### config.mk
export PLATFORM = sky130hd
export DESIGN_NAME = pixel_lane_serializer
export DESIGN_NICKNAME = d
export VERILOG_FILES = /design/src/rtl/pls_pkg.sv /design/src/rtl/pls_lane_mapper.sv /design/src/rtl/pls_slot_timer.sv /design/src/rtl/pls_lane_shifter.sv /design/src/rtl/pixel_lane_serializer.sv
export SDC_FILE = /design/constraint.sdc
export NUM_CORES = 1
export LEC_CHECK = 0
export BUFFER_PORTS_ARGS = -buffer_cell sky130_fd_sc_hd__buf_2
export CAP_MARGIN = 10
export CORE_MARGIN = 3
export CORE_UTILIZATION = 25
export DETAILED_ROUTE_END_ITERATION = 8
export SLEW_MARGIN = 20
export SYNTH_ARGS = -nofsm -noshare
export SYNTH_HDL_FRONTEND = slang
export SYNTH_SLANG_ARGS = --single-unit
### constraint.sdc
create_clock -name clk -period 2.8 [get_ports clk]
set_clock_uncertainty 0.2 [all_clocks]
set_input_delay 0.42 -clock clk [delete_from_list [all_inputs] [get_ports clk]]
set_output_delay 0.42 -clock clk [all_outputs]
set_load 0.02 [all_outputs]
### src/rtl/pls_pkg.sv
package pls_pkg;
   localparam int COLOR_W = 10;
   localparam int N_LANES = 5;
   localparam int SLOTS   = 7;
   localparam int CNT_W   = $clog2(SLOTS);

   typedef struct packed {
      logic [1:0]         spare;
      logic               vsync;
      logic               hsync;
      logic               de;
      logic [COLOR_W-1:0] blue;
      logic [COLOR_W-1:0] green;
      logic [COLOR_W-1:0] red;
   } pixel_t;

   typedef logic [N_LANES-1:0][SLOTS-1:0] lane_words_t;
endpackage

### src/rtl/pls_lane_mapper.sv
module pls_lane_mapper
   import pls_pkg::*;
(
   input  pixel_t      px,
   output lane_words_t words
);
   always_comb begin
      words[0] = {px.green[4], px.red[9:4]};
      words[1] = {px.blue[5:4], px.green[9:5]};
      words[2] = {px.de, px.vsync, px.hsync, px.blue[9:6]};
      words[3] = {px.spare[0], px.blue[3:2], px.green[3:2], px.red[3:2]};
      words[4] = {px.spare[1], px.blue[1:0], px.green[1:0], px.red[1:0]};
   end
endmodule

### src/rtl/pls_slot_timer.sv
module pls_slot_timer #(
   parameter int SLOTS = 7
) (
   input  logic clk,
   input  logic rst_n,
   output logic load,
   output logic oe
);
   localparam int CNT_W = (SLOTS > 1) ? $clog2(SLOTS) : 1;
   localparam logic [CNT_W-1:0] LAST = CNT_W'(SLOTS - 1);

   logic [CNT_W-1:0] cnt;

   generate
      if (SLOTS < 2) begin : g_bad_slots
         $error("pls_slot_timer: SLOTS must be at least 2");
      end
   endgenerate

   always_ff @(posedge clk) begin
      if (!rst_n) begin
         cnt <= '0;
         oe  <= 1'b0;
      end else begin
         cnt <= (cnt == LAST) ? '0 : cnt + 1'b1;
         if (cnt == '0) oe <= 1'b1;
      end
   end

   assign load = rst_n && (cnt == '0);

   // a capture strobe is never followed directly by another
   assert_take_gap_R1: assert property (@(posedge clk) disable iff (!rst_n)
      load |=> !load);
endmodule

### src/rtl/pls_lane_shifter.sv
module pls_lane_shifter #(
   parameter int SLOTS     = 7,
   parameter bit MSB_FIRST = 1'b1
) (
   input  logic             clk,
   input  logic             rst_n,
   input  logic             load,
   input  logic [SLOTS-1:0] word,
   output logic             bit_out
);
   localparam int FIRST = MSB_FIRST ? SLOTS - 1 : 0;

   logic [SLOTS-1:0] sh;

   generate
      if (MSB_FIRST) begin : g_msb
         always_ff @(posedge clk) begin
            if (!rst_n)    sh <= '0;
            else if (load) sh <= word;
            else           sh <= {sh[SLOTS-2:0], 1'b0};
         end
         assign bit_out = sh[SLOTS-1];
      end else begin : g_lsb
         always_ff @(posedge clk) begin
            if (!rst_n)    sh <= '0;
            else if (load) sh <= word;
            else           sh <= {1'b0, sh[SLOTS-1:1]};
         end
         assign bit_out = sh[0];
      end
   endgenerate

   // the first slot after a capture shows the first bit of the word
   assert_first_bit_R7: assert property (@(posedge clk) disable iff (!rst_n)
      load |=> (bit_out == $past(word[FIRST])));
endmodule

### src/rtl/pixel_lane_serializer.sv
module pixel_lane_serializer
   import pls_pkg::*;
#(
   parameter logic [SLOTS-1:0] CLK_PATTERN = 7'b1100011,
   parameter bit               MSB_FIRST   = 1'b1
) (
   input  logic               clk,
   input  logic               rst_n,
   input  logic [COLOR_W-1:0] red,
   input  logic [COLOR_W-1:0] green,
   input  logic [COLOR_W-1:0] blue,
   input  logic               de,
   input  logic               hsync,
   input  logic               vsync,
   input  logic [1:0]         spare,
   output logic               pix_take,
   output logic [N_LANES-1:0] lane_out,
   output logic               clk_lane,
   output logic               lane_oe
);
   localparam int FIRST = MSB_FIRST ? SLOTS - 1 : 0;

   generate
      if ($countones(CLK_PATTERN) == 0 || $countones(CLK_PATTERN) == SLOTS) begin : g_bad_pat
         $error("pixel_lane_serializer: CLK_PATTERN needs both levels");
      end
   endgenerate

   pixel_t      px;
   lane_words_t words;
   logic        load;

   always_comb begin
      px.red   = red;
      px.green = green;
      px.blue  = blue;
      px.de    = de;
      px.hsync = hsync;
      px.vsync = vsync;
      px.spare = spare;
   end

   pls_lane_mapper u_map (
      .px    (px),
      .words (words)
   );

   pls_slot_timer #(.SLOTS(SLOTS)) u_timer (
      .clk   (clk),
      .rst_n (rst_n),
      .load  (load),
      .oe    (lane_oe)
   );

   generate
      for (genvar i = 0; i < N_LANES; i++) begin : g_lane
         pls_lane_shifter #(.SLOTS(SLOTS), .MSB_FIRST(MSB_FIRST)) u_sh (
            .clk     (clk),
            .rst_n   (rst_n),
            .load    (load),
            .word    (words[i]),
            .bit_out (lane_out[i])
         );
      end
   endgenerate

   pls_lane_shifter #(.SLOTS(SLOTS), .MSB_FIRST(MSB_FIRST)) u_clk_sh (
      .clk     (clk),
      .rst_n   (rst_n),
      .load    (load),
      .word    (CLK_PATTERN),
      .bit_out (clk_lane)
   );

   assign pix_take = load;

   // a power-down edge leaves the enable low
   assert_pd_off_R9: assert property (@(posedge clk)
      !rst_n |=> !lane_oe);

   // with the enable low, no serial output toggles
   assert_quiet_R9: assert property (@(posedge clk) disable iff (!rst_n)
      !lane_oe |-> (lane_out == '0 && clk_lane == 1'b0));

   // the enable only rises after a capture
   assert_oe_rise_R10: assert property (@(posedge clk) disable iff (!rst_n)
      $rose(lane_oe) |-> $past(pix_take));

   // once up, the enable holds until reset
   assert_oe_hold_R10: assert property (@(posedge clk) disable iff (!rst_n)
      lane_oe |=> lane_oe);

   // the clock lane starts each frame with the pattern's first slot
   assert_clk_start_R8: assert property (@(posedge clk) disable iff (!rst_n)
      pix_take |=> (clk_lane == CLK_PATTERN[FIRST]));
endmodule

==> summary.txt <==
Worst setup path
  – Critical Path AT: around 1.3 ns
  – Critical Path End Type: primary output
  – Reg2reg start: u_timer.cnt[0]
  – CP startpoint: u_timer.cnt[0]
  – CP Class: register to primary output
  – CP required: 2.18 ns
  – Startpoint Class: register
  – Crit Path Max Fanout: 5

Hold path
  – HP Class: input port to register
  – Hold path startpoint: red[0]

STA
  – Setup_tns: 0 ns
  – Final Hold Fails: 0
  – RSZ-0062 raised after global routing: no
  – Final min period: roughly 1.9 ns
  – Final Setup Violations: 0
  – Pins Over Slew Limit: 0
  – Worst slew pin tran: 0.6431 ns
  – Period utilization: 0.6889
  – Max-slew headroom: 0.5713
  – Fmax: just over 500 MHz

Clock tree
  – Clock Tree Root: clkbuf_8
  – Clock tree buffer depth: 2
  – Total CTS buffers: 5
  – CTS resizes: 0
  – Postcts setup bufs: 0
  – Hold buffer count at cts: 0
  – CTS clk-pin slew, worst paths: approximately 0.080 ns
  – Clk sinks: 46
  – H-tree depth reported by CTS: 2
  – TritonCTS clock tree: built
  – Clk_lat worst skew: roughly 0.29 ns

Floorplan
  – Die width: 89.65 um
  – Core Footprint: about 6600 um2
  – Initial Util: 0.2663
  – Row count: 29
  – I/O pin cnt: 45
  – Die H: ~90 um
  – Die area: 8036 um2

Final layout
  – FF/Latch Area: around 920 um2
  – Inserted Diodes: 0
  – Multi-input logic area: 706.9 um2
  – # fillers: between 600 and 700
  – Layout area overhead: 20.53%
  – Share of layout cells above drive strength 1: 0.2511
  – Fin area: roughly 2100 um2
  – Final #Nets: ~260
  – Final core utilization: 0.3210

Synthesis
  – Syn_area_per_cell: 9.611 um2
  – Post-synth cell types: 17
  – Post-synthesis cell type with the largest combined area: dfxtp_1
  – #FFs+latches synth: between 40 and 50
  – Synth Instances: around 180
  – Synth top area share: 0.5265
  – Post-Syn Area: approximately 1700 um2
  – Synth warn: 0
  – Top cells by area, synth: dfxtp_1, mux2i_1, nand2_1
  – Syn_nets: ~220
  – Sequential fraction of the synthesis area: 0.5265

Detailed routing
  – Initial DRC Count: 58
  – Pre-antenna DRT Iters: 4
  – Post-route ant nets: 0
  – Routed WL per cell: 9.933 um
  – Vias/cell: a little under 4
  – DRT Wirelength: approximately 3.1 mm
  – DRC: 0
  – Via count: about 1200

Global route
  – Largest net degree at the start of global routing: 75
  – First-pass GRT wire length: about 5 mm
  – Number of global-route vias before repair: roughly 1100
  – Total congestion overflow: 0
  – Initial antenna violation count: 0
  – Total GRT Usage: 0.08061

Status
  – Outcome: finished, final reports clean

Placement
  – Detail Placement HPWL: between 2 and 2.5 mm
  – Dpl cell area: 1998 um2
  – Final Wtd Congestion: about 0.65
  – Port Buffers: 44

Power
  – Power Dens Cells: slightly below 700 nW/um2
  – Peak VDD IR: around 0.31 mV
  – P_leak: approximately 1.0 nW

Run
  – MaxCap Viol Count: 0
## per-stage QoR
step / total power, W / hold WS (ns) / setup WS [ns] / instances
2_1_floorplan: 0.0009168 / 0.2178 / 1.048 / 182
3_3_place_gp: 0.0009583 / 0.2220 / 0.9522 / 304
3_5_place_dp: 0.0009611 / 0.2288 / 0.8912 / 304
4_1_cts: 0.001447 / 0.1468 / 0.8327 / 312
5_1_grt: 0.001502 / 0.1532 / 0.7395 / 312
6_report: 0.001418 / 0.1595 / 0.8710 / 312
## power by group
part / internal, W / switching [W] / total [W] / leakage (nW)
logic: 0.0000971 / 0.000111 / 0.000208 / 0.591
registers: 0.000716 / 0.0000163 / 0.000732 / 0.380
clock network: 0.000266 / 0.000212 / 0.000478 / 0.0514
## registers in the layout (all words and copies together), names as in the netlist
register and count:
u_timer.oe 1, u_timer.cnt 3, g_lane.u_sh.sh 35, u_clk_sh.sh 7
## per-layer routing
metal	vias to the layer above	share of wire	global-route usage
li1	644	-	-
met1	540	0.48	0.1055
met2	29	0.45	0.1184
met3	4	0.060	0.03193
met4	0	0.0081	0.03248
met5	-	0	0
## cell families (layout without fill, tap and decap cells)
family                     count (synthesis)  in the layout  synth area share
and+or+nand+nor                           77             77            0.1867
DFF                                       46             46            0.5265
muxes                                     30             30            0.1717
buffers and inverters                     21             58           0.07367
AOI/OAI and AO/OA                          5              5           0.02003
adders and majority gates                  3              3           0.02146
## cell usage after synthesis
| cell type | instances |
|---|---|
| nand2_1 | 61 |
| dfxtp_1 | 46 |
| mux2i_1 | 30 |
| and3_1 | 10 |
| buf_4 | 7 |
| buf_2 | 6 |
| o21a_1 | 4 |
| ha_1 | 3 |
| inv_1 | 3 |
| buf_6 | 2 |
| clkbuf_1 | 2 |
| nand2b_1 | 2 |
| nor2_1 | 2 |
| a21oi_1 | 1 |
| clkbuf_2 | 1 |
| nor2b_1 | 1 |
| or3b_1 | 1 |
## final cells by class
class / instances / area share
sequential: 46 / 0.4368
multi-input combinational: 115 / 0.3353
timing repair buffer: 47 / 0.1151
tap: 93 / 0.05519
clock buffer: 6 / 0.03442
clock inverter: 2 / 0.01780
inverter: 3 / 0.005341
## worst max-delay path: stages (launching register included)
cell	delay, ns
dfxtp_1	0.32
inv_1	0.09
ha_1	0.18
nand2b_1	0.12
nor2_1	0.14
buf_2	0.19
## placed cells by master (no fill, tap or decap)
| master | count |
|---|---|
| clkbuf_1 | 1 |
| ha_1 | 3 |
| clkbuf_8 | 5 |
| nand2b_1 | 2 |
| nor2_1 | 2 |
| inv_1 | 3 |
| bufinv_16 | 1 |
| dfxtp_1 | 46 |
| or3b_1 | 1 |
| nor2b_4 | 1 |
| and3_1 | 10 |
| buf_2 | 44 |
| a21oi_1 | 1 |
| nand2_1 | 61 |
| mux2i_1 | 30 |
| clkinvlp_4 | 1 |
| buf_4 | 3 |
| o21a_1 | 4 |
## path summary, 6_finish.rpt
path                          endpoint  slack [ns]  cells after the start
hold / removal    g_lane[4].u_sh.sh[0]        0.16                      2
setup reg to reg  g_lane[3].u_sh.sh[6]        0.91                      5
hold reg to reg   g_lane[1].u_sh.sh[4]        0.23                      2
setup / recovery              pix_take        0.87                      5
Note: power is estimated with default switching activity, not from simulation.
